==> config.mk <==
export PLATFORM = sky130hd
export DESIGN_NAME = meas_sequencer
export DESIGN_NICKNAME = d
export VERILOG_FILES = /design/src/rtl/meas_seq_pkg.sv /design/src/rtl/meas_seq_ctrl.sv /design/src/rtl/meas_seq_dp.sv /design/src/rtl/meas_sequencer.sv
export SDC_FILE = /design/constraint.sdc
export NUM_CORES = 1
export LEC_CHECK = 0
export BUFFER_PORTS_ARGS = -buffer_cell sky130_fd_sc_hd__buf_2
export CORE_MARGIN = 5
export CORE_UTILIZATION = 50
export DETAILED_ROUTE_END_ITERATION = 7
export PLACE_DENSITY = 0.82
export REMOVE_ABC_BUFFERS = 1
export SYNTH_ARGS = -nofsm -noshare
export SYNTH_HDL_FRONTEND = slang
export SYNTH_SLANG_ARGS = --single-unit
==> constraint.sdc <==
create_clock -name clk -period 5.9 [get_ports clk]
set_input_delay 1.18 -clock clk [delete_from_list [all_inputs] [get_ports clk]]
set_output_delay 1.18 -clock clk [all_outputs]
set_load 0.05 [all_outputs]
==> src/rtl/meas_seq_pkg.sv <==
package meas_seq_pkg;
  typedef enum logic [1:0] {
    CH_CUR  = 2'd0,
    CH_VOLT = 2'd1,
    CH_TEMP = 2'd2
  } chan_e;

  // strobes from control to datapath
  typedef struct packed {
    logic accAdd;    // current result completes: accumulate and count
    logic voltLoad;  // voltage result completes
    logic tempLoad;  // temperature result completes
    logic curCopy;   // voltage slot launched: refresh visible current
    logic cntClear;  // zero the conversion counter
  } strobe_t;
endpackage

==> src/rtl/meas_seq_ctrl.sv <==
module meas_seq_ctrl
  import meas_seq_pkg::*;
#(
  parameter int TICKS_PER_SEC = 32768,
  parameter int FRAME_SEC     = 4,
  parameter int TEMP_EVERY    = 4
) (
  input  logic       clk,
  input  logic       rstN,
  input  logic       tickEn,
  input  logic       cfgWr,
  input  logic       cfgMode,
  input  logic       cfgRun,
  input  logic       cntClr,
  input  logic       convDone,
  output logic       convStart,
  output logic [1:0] convChan,
  output logic       modeState,
  output logic       runState,
  output strobe_t    strb
);
  localparam int FRAME_TICKS = TICKS_PER_SEC * FRAME_SEC;
  localparam int FT_W        = $clog2(FRAME_TICKS);
  localparam int TE_W        = (TEMP_EVERY > 1) ? $clog2(TEMP_EVERY) : 1;

  typedef enum logic {S_IDLE, S_BUSY} state_e;

  state_e          state;
  chan_e           chanQ, nextChan;
  logic            startQ, modeQ, runQ;
  logic            voltDue, tempDue;
  logic [FT_W-1:0] frameCnt;
  logic [TE_W-1:0] tempIdx;
  logic            launch, finish, frameWrap, tempWrap;

  assign frameWrap = runQ && tickEn && (frameCnt == FT_W'(FRAME_TICKS - 1));
  assign tempWrap  = frameWrap && (tempIdx == TE_W'(TEMP_EVERY - 1));
  assign finish    = (state == S_BUSY) && convDone;

  // slot choice: voltage, then temperature, then current in mixed mode
  always_comb begin
    launch   = 1'b0;
    nextChan = CH_CUR;
    if (state == S_IDLE && runQ) begin
      if (voltDue) begin
        launch   = 1'b1;
        nextChan = CH_VOLT;
      end else if (tempDue) begin
        launch   = 1'b1;
        nextChan = CH_TEMP;
      end else if (!modeQ) begin
        launch   = 1'b1;
        nextChan = CH_CUR;
      end
    end
  end

  always_comb begin
    strb.accAdd   = finish && runQ && (chanQ == CH_CUR);
    strb.voltLoad = finish && runQ && (chanQ == CH_VOLT);
    strb.tempLoad = finish && runQ && (chanQ == CH_TEMP);
    strb.curCopy  = launch && (nextChan == CH_VOLT);
    strb.cntClear = cntClr;
  end

  always_ff @(posedge clk or negedge rstN) begin
    if (!rstN) begin
      state    <= S_IDLE;
      chanQ    <= CH_CUR;
      startQ   <= 1'b0;
      modeQ    <= 1'b1;
      runQ     <= 1'b0;
      voltDue  <= 1'b1;
      tempDue  <= 1'b0;
      frameCnt <= '0;
      tempIdx  <= '0;
    end else begin
      startQ <= launch;
      if (cfgWr) begin
        modeQ <= cfgMode;
        runQ  <= cfgRun;
      end
      if (runQ && tickEn)
        frameCnt <= frameWrap ? '0 : frameCnt + 1'b1;
      if (frameWrap)
        tempIdx <= tempWrap ? '0 : tempIdx + 1'b1;
      if (frameWrap)
        voltDue <= 1'b1;
      else if (launch && nextChan == CH_VOLT)
        voltDue <= 1'b0;
      if (tempWrap)
        tempDue <= 1'b1;
      else if (launch && nextChan == CH_TEMP)
        tempDue <= 1'b0;
      if (launch) begin
        state <= S_BUSY;
        chanQ <= nextChan;
      end else if (finish) begin
        state <= S_IDLE;
      end
    end
  end

  assign convStart = startQ;
  assign convChan  = chanQ;
  assign modeState = modeQ;
  assign runState  = runQ;
endmodule

==> src/rtl/meas_seq_dp.sv <==
module meas_seq_dp
  import meas_seq_pkg::*;
#(
  parameter int RES_W = 16,
  parameter int ACC_W = 32,
  parameter int CNT_W = 16
) (
  input  logic             clk,
  input  logic             rstN,
  input  strobe_t          strb,
  input  logic [RES_W-1:0] convResult,
  output logic [ACC_W-1:0] chargeAcc,
  output logic [CNT_W-1:0] convCount,
  output logic [RES_W-1:0] curReg,
  output logic [RES_W-1:0] voltReg,
  output logic [RES_W-1:0] tempReg
);
  localparam int EXT_W = ACC_W - RES_W;

  logic [ACC_W-1:0] accQ, resExt;
  logic [CNT_W-1:0] cntQ;
  logic [RES_W-1:0] lastCur, curQ, voltQ, tempQ;
  logic             curFresh;

  assign resExt = {{EXT_W{convResult[RES_W-1]}}, convResult};

  always_ff @(posedge clk or negedge rstN) begin
    if (!rstN) begin
      accQ     <= '0;
      cntQ     <= '0;
      lastCur  <= '0;
      curFresh <= 1'b0;
      curQ     <= '0;
      voltQ    <= '0;
      tempQ    <= '0;
    end else begin
      if (strb.accAdd) begin
        accQ     <= accQ + resExt;
        lastCur  <= convResult;
        curFresh <= 1'b1;
      end else if (strb.curCopy) begin
        curFresh <= 1'b0;
      end
      if (strb.curCopy && curFresh)
        curQ <= lastCur;
      if (strb.cntClear)
        cntQ <= '0;
      else if (strb.accAdd)
        cntQ <= cntQ + 1'b1;
      if (strb.voltLoad)
        voltQ <= convResult;
      if (strb.tempLoad)
        tempQ <= convResult;
    end
  end

  assign chargeAcc = accQ;
  assign convCount = cntQ;
  assign curReg    = curQ;
  assign voltReg   = voltQ;
  assign tempReg   = tempQ;
endmodule

==> src/rtl/meas_sequencer.sv <==
module meas_sequencer
  import meas_seq_pkg::*;
#(
  parameter int TICKS_PER_SEC = 32768,
  parameter int FRAME_SEC     = 4,
  parameter int TEMP_EVERY    = 4,
  parameter int RES_W         = 16,
  parameter int ACC_W         = 32,
  parameter int CNT_W         = 16
) (
  input  logic             clk,
  input  logic             rstN,
  input  logic             tickEn,
  input  logic             cfgWr,
  input  logic             cfgMode,
  input  logic             cfgRun,
  input  logic             cntClr,
  output logic             convStart,
  output logic [1:0]       convChan,
  input  logic             convDone,
  input  logic [RES_W-1:0] convResult,
  output logic             modeState,
  output logic             runState,
  output logic [ACC_W-1:0] chargeAcc,
  output logic [CNT_W-1:0] convCount,
  output logic [RES_W-1:0] curReg,
  output logic [RES_W-1:0] voltReg,
  output logic [RES_W-1:0] tempReg
);
  strobe_t strb;

  meas_seq_ctrl #(
    .TICKS_PER_SEC(TICKS_PER_SEC),
    .FRAME_SEC    (FRAME_SEC),
    .TEMP_EVERY   (TEMP_EVERY)
  ) ctrl_i (
    .clk      (clk),
    .rstN     (rstN),
    .tickEn   (tickEn),
    .cfgWr    (cfgWr),
    .cfgMode  (cfgMode),
    .cfgRun   (cfgRun),
    .cntClr   (cntClr),
    .convDone (convDone),
    .convStart(convStart),
    .convChan (convChan),
    .modeState(modeState),
    .runState (runState),
    .strb     (strb)
  );

  meas_seq_dp #(
    .RES_W(RES_W),
    .ACC_W(ACC_W),
    .CNT_W(CNT_W)
  ) dp_i (
    .clk       (clk),
    .rstN      (rstN),
    .strb      (strb),
    .convResult(convResult),
    .chargeAcc (chargeAcc),
    .convCount (convCount),
    .curReg    (curReg),
    .voltReg   (voltReg),
    .tempReg   (tempReg)
  );
endmodule

Word-level counts from Yosys, hierarchy flattened
Cells that the tools add are included.
{"block": "totals", "register_bits": 140, "elab_cells": 63, "out_inout_bits": 101}
{"block": "classes", "reduce_logical": 18, "n_mux": 18, "n_eq_ne": 6, "bitwise_logic": 1, "addsub": 4}
{"cell": "$add A32 B32 Y32", "count": 1}
{"cell": "$mux W16", "count": 2}
{"cell": "$add A17 B1 Y17 const B", "count": 1}
{"cell": "$eq A17 B17 Y1 const B", "count": 1}
{"cell": "$mux W17", "count": 1}
{"cell": "$add A16 B1 Y16 const B", "count": 1}
{"cell": "$logic_and A1 B1 Y1", "count": 12}
{"cell": "$mux W1", "count": 11}
{"cell": "$reduce_bool A2 Y1", "count": 5}
{"cell": "$mux W2", "count": 4}
{"cell": "$eq A2 B2 Y1 const B", "count": 3}
{"cell": "$eq A2 B1 Y1 const B", "count": 2}
{"cell": "$add A2 B1 Y2 const B", "count": 1}
{"cell": "$logic_not A2 Y1", "count": 1}
{"cell": "$not A1 Y1", "count": 1}

Logic depth before layout (Yosys ltp)
{"block": "depth", "depth_word": 7, "ltp_mapped": 11}

Modules after synthesis
A second synthesis with hierarchy kept.
{"block": "unflattened", "hier_cells": 690, "hier_area_um2": 7455.9}
{"module": "meas_seq_dp", "cells_each": 553, "area_each_um2": 6090.8, "instances": 1}
{"module": "meas_seq_ctrl", "cells_each": 137, "area_each_um2": 1365.1, "instances": 1}

Least setup slack after synthesis
Ideal clock, no wire load.
{"block": "synth_path", "kind": "input to register", "from": "input convResult[0]", "to": "register dp_i.accQ[30] (netlist: dp_i.chargeAcc[30])", "cell_stages": 11, "path_buffers": 0, "arrival_ns": 3.402, "required_time_ns": 5.775, "slack_ns": 2.373, "cell_sequence": "ha_1 -> fa_1 -> a21oi_1 -> o211a_1 -> o221ai_1 -> o31ai_2 -> o31ai_2 -> o21ai_1 -> o21ai_0 -> xor2_1 -> mux2_2"}
{"block": "synth_via", "elab_chain_len": 1}
{"element": "from (decl)", "line_no": "meas_sequencer.sv:21", "text": "input logic [RES_W-1:0] convResult,"}
{"element": "$add A32 B32 Y32", "line_no": "meas_seq_dp.sv:38", "text": "accQ <= accQ + resExt;"}
{"element": "to (signal assigned)", "line_no": "meas_seq_dp.sv:38"}
{"element": "to (decl)", "line_no": "meas_seq_dp.sv:20", "text": "logic [ACC_W-1:0] accQ, resExt;"}
No other way between the ends.
A chain may end at the register's enable or synchronous reset.

Final worst setup path
Same ends and word-level chain as after synthesis.

==> impl_metrics.env <==
export IMPL_die_area_um2=16800
export IMPL_max_stage_delay_ns=0.43
export IMPL_clockBufferDepth=2
export IMPL_fin_crit_sh_pct=59.8
export IMPL_drv_max_cap_violation_count=0
export IMPL_critical_path_top_delay_family="compound AO/OA/AOI/OAI gates"
export IMPL_timing_slew_headroom_pct=22.8
export IMPL_clkTransAtPathRegs_ns=0.06
export IMPL_hold_path_class="flip-flop to flip-flop"
export IMPL_worst_path_max_fanout=4
export IMPL_async_flop_share_pct=100
export IMPL_critical_path_cell_chain="buf_2, ha_1, fa_1, a21oi_1, o211a_1, o221ai_1, o31ai_2, o31ai_2, o21ai_1, o21ai_0, xor2_1, mux2_2"
export IMPL_synth_area_mux_share_pct=8.95
export IMPL_path_class="input pin to flip-flop"
export IMPL_dr_pass1_iters=5
export IMPL_timing_critical_path_required_ns=6.20
export IMPL_gr_total_overflow=0
export IMPL_initial_core_util_pct=51.3
export IMPL_fin_tns_setup_ns=0
export IMPL_post_synth_and_or_nand_nor_area_fraction_pct=15.7
export IMPL_ios=125
export IMPL_clock_latency_ns=0.42
export IMPL_fin_cells=1017
export IMPL_total_power_mw=4.57
export IMPL_outcome="finished, final reports clean"
export IMPL_critical_path_slowest_cell="fa_1"
export IMPL_drt_iter0_drc=337
export IMPL_final_layout_size_suffix_gt1_share_pct=27.4
export IMPL_cp_common_cell="o31ai_2"
export IMPL_cts_buffers_inserted=17
export IMPL_post_route_worst_setup_slack_ns=2.37
export IMPL_grt_usage_pct=20.8
export IMPL_cts_tree="yes"
export IMPL_routed_vias_inst=5.38
export IMPL_areaGrowthSynthToFinish_pct=20.5
export IMPL_synth_area_um2=7140
export IMPL_n_fill_cell=1166
export IMPL_synth_cell_type_count=53
export IMPL_grt_antenna_before_repair=0
export IMPL_yosys_warnings=0
export IMPL_commonest_cells_after_routing_fill_and_taps_aside="dfrtp_1, nand2_1, buf_2"
export IMPL_largest_family_of_logic_cells_by_synthesized_area="simple AND/OR/NAND/NOR gates"
export IMPL_postCtsResizedCells=0
export IMPL_die_height_um=130
export IMPL_timing_max_transition_violations_final=0
export IMPL_clock_tree_htree_level_count=4
export IMPL_global_route_wire_length_before_repair_um=27700
export IMPL_postCtsSetupBuffers=0
export IMPL_place_gp_congestion=0.870
export IMPL_synth_flop_cell="dfrtp_1"
export IMPL_synth_adder_area_share_pct=6.41
export IMPL_tightest_slew_ns=1.15
export IMPL_ir_drop_v=0.000434
export IMPL_register_area_share_after_synthesis_pct=49.1
export IMPL_mostFrequentLayoutCell="dfrtp_1"
export IMPL_timing_critical_path_buf_inv=1
export IMPL_number_of_global_route_vias_before_repair=5665
export IMPL_grt_max_degree=90
export IMPL_final_hold_vios=0
export IMPL_number_of_hold_buffers_added_after_cts=0
export IMPL_total_leakage_power_nw=4.42
export IMPL_fmaxAchievable_mhz=284
export IMPL_cts_root_buf="clkbuf_16"
export IMPL_post_synth_xor_area_fraction_pct=6.25
export IMPL_drtAntennaViolNets=0
export IMPL_post_layout_min_period_ns=3.53
export IMPL_wl_um=16400
export IMPL_synth_ff_latch_count=140
export IMPL_core_um2=13900
export IMPL_synth_edff_count=0
export IMPL_preCtsSetupSlack_ns=1.95
export IMPL_worst_endpoint_arrival_ns=3.83
export IMPL_floorplan_die_width_um=130
export IMPL_nets=883
export IMPL_power_density_nw_per_um2=531
export IMPL_dp_hpwl_um=11100
export IMPL_fin_worst_skew_ns=0.00726
export IMPL_cp_end_kind="flip-flop"
export IMPL_post_synth_inst_count=701
export IMPL_std_cell_rows=43
export IMPL_setup_viol=0
export IMPL_mapped_avg_cell_area_um2=10.2
export IMPL_clock_sinks=140
export IMPL_synth_compound_area_share_pct=11.9
export IMPL_post_route_drc_count=0
export IMPL_setup_repair_after_global_routing_missed_its_margin="false"
export IMPL_final_util_pct=61.8
export IMPL_route_detailed_wl_per_inst_um=16.1
export IMPL_startpoint_type="input pin"
export IMPL_vias=5468
export IMPL_place_detailed_instances=984
export IMPL_port_buffers=124
-- synth_stat cells (2+ instances only) --
library cell | n | share of area (%)
o31ai_2 | 2 | 0.35
a211oi_1 | 2 | 0.21
o31ai_1 | 2 | 0.21
ha_1 | 35 | 6.1
dfrtp_1 | 138 | 48
nand2_1 | 130 | 6.8
and3_1 | 11 | 0.96
or3_1 | 3 | 0.26
nand3_1 | 17 | 1.2
buf_2 | 2 | 0.14
and2_1 | 3 | 0.26
a311oi_1 | 2 | 0.25
nor3b_1 | 2 | 0.21
o21a_1 | 2 | 0.21
mux2_2 | 55 | 8.7
nor2b_1 | 5 | 0.44
nor2_1 | 44 | 2.3
o21bai_1 | 4 | 0.42
nand2b_1 | 9 | 0.79
mux2i_1 | 2 | 0.28
o211ai_1 | 4 | 0.42
inv_1 | 6 | 0.32
nor3_1 | 8 | 0.56
o21ai_0 | 51 | 3.6
and4_1 | 3 | 0.37
clkbuf_1 | 20 | 1.1
xor2_1 | 36 | 4.4
a21oi_1 | 39 | 2.7
dfstp_2 | 2 | 0.74
a21o_1 | 12 | 1.3
nand4_1 | 12 | 1.1
a31oi_1 | 2 | 0.18
xnor2_1 | 15 | 1.8
o211a_1 | 2 | 0.28
-- per-layer routing --
layer | share of wire (%) | global-route usage [%] | vias up | wire (um)
li1 | - | - | 2710 | -
met5 | 0 | 0 | - | 0
met3 | 6.1 | 6.31 | 22 | 1010
met4 | 1.6 | 7.33 | 0 | 260
met1 | 44 | 27.1 | 2620 | 7230
met2 | 48 | 33.3 | 116 | 7890
-- per-stage QoR --
stage | area (um2) | hold slack (ns)
3_5_place_dp | 7930 | 0.458
2_1_floorplan | 7050 | 0.442
6_report | 8610 | 0.469
4_1_cts | 8610 | 0.474
5_1_grt | 8610 | 0.511
3_3_place_gp | 7930 | 0.456
-- cell type report --
type	instances	area, um2	share of cell area, %
multi-input cells	531	3520	40.9
clock buffers	18	439	5.10
clock inverters	14	240	2.79
repair buffers	127	649	7.54
well taps	180	225	2.62
flip-flops and latches	140	3510	40.7
inverters	6	22.5	0.262
diodes	1	2.50	0.0291
-- registers in the layout, summed over array words and instances (netlist names) --
| register | flops |
|---|---|
| ctrl_i.convStart | 1 |
| ctrl_i.tempIdx | 2 |
| ctrl_i.modeState | 1 |
| ctrl_i.voltDue | 1 |
| ctrl_i.runState | 1 |
| ctrl_i.convChan | 2 |
| dp_i.lastCur | 16 |
| ctrl_i.tempDue | 1 |
| dp_i.curFresh | 1 |
| dp_i.voltReg | 16 |
| dp_i.tempReg | 16 |
| ctrl_i.frameCnt | 17 |
| dp_i.convCount | 16 |
| dp_i.chargeAcc | 32 |
| dp_i.curReg | 16 |
| ctrl_i.state | 1 |
-- logic make-up after synthesis --
kind of cell,count (synthesis)
simple gates,251
flops,140
compound gates,136
mux,57
xor+xnor,51
fa+ha+maj,36
buf+inv,30
-- final timing paths --
check	cells after the start	from	endpoint	slack, ns
min reg2reg	2	dp_i.lastCur[10]	dp_i.lastCur[10]	0.47
max in group asynchronous	2	rstN	dp_i.chargeAcc[20]	3.88
max	12	convResult[0]	dp_i.chargeAcc[30]	2.37
max reg2reg	11	dp_i.chargeAcc[0]	dp_i.chargeAcc[30]	2.89
min	2	dp_i.lastCur[10]	dp_i.lastCur[10]	0.47
min in group asynchronous	1	rstN	ctrl_i.frameCnt[3]	0.82
-- power breakdown --
part | switching (mW) | internal (mW)
clock network | 0.415 | 0.806
logic | 1.35 | 0.636
registers | 0.172 | 1.20
-- tightest hold or removal path, cell delays in order, from the launching register on --
cell and delay, ns:
dfrtp_1 0.34, nand2_1 0.05, nand2_1 0.05
No activity file was read; power rests on OpenSTA's default activity.
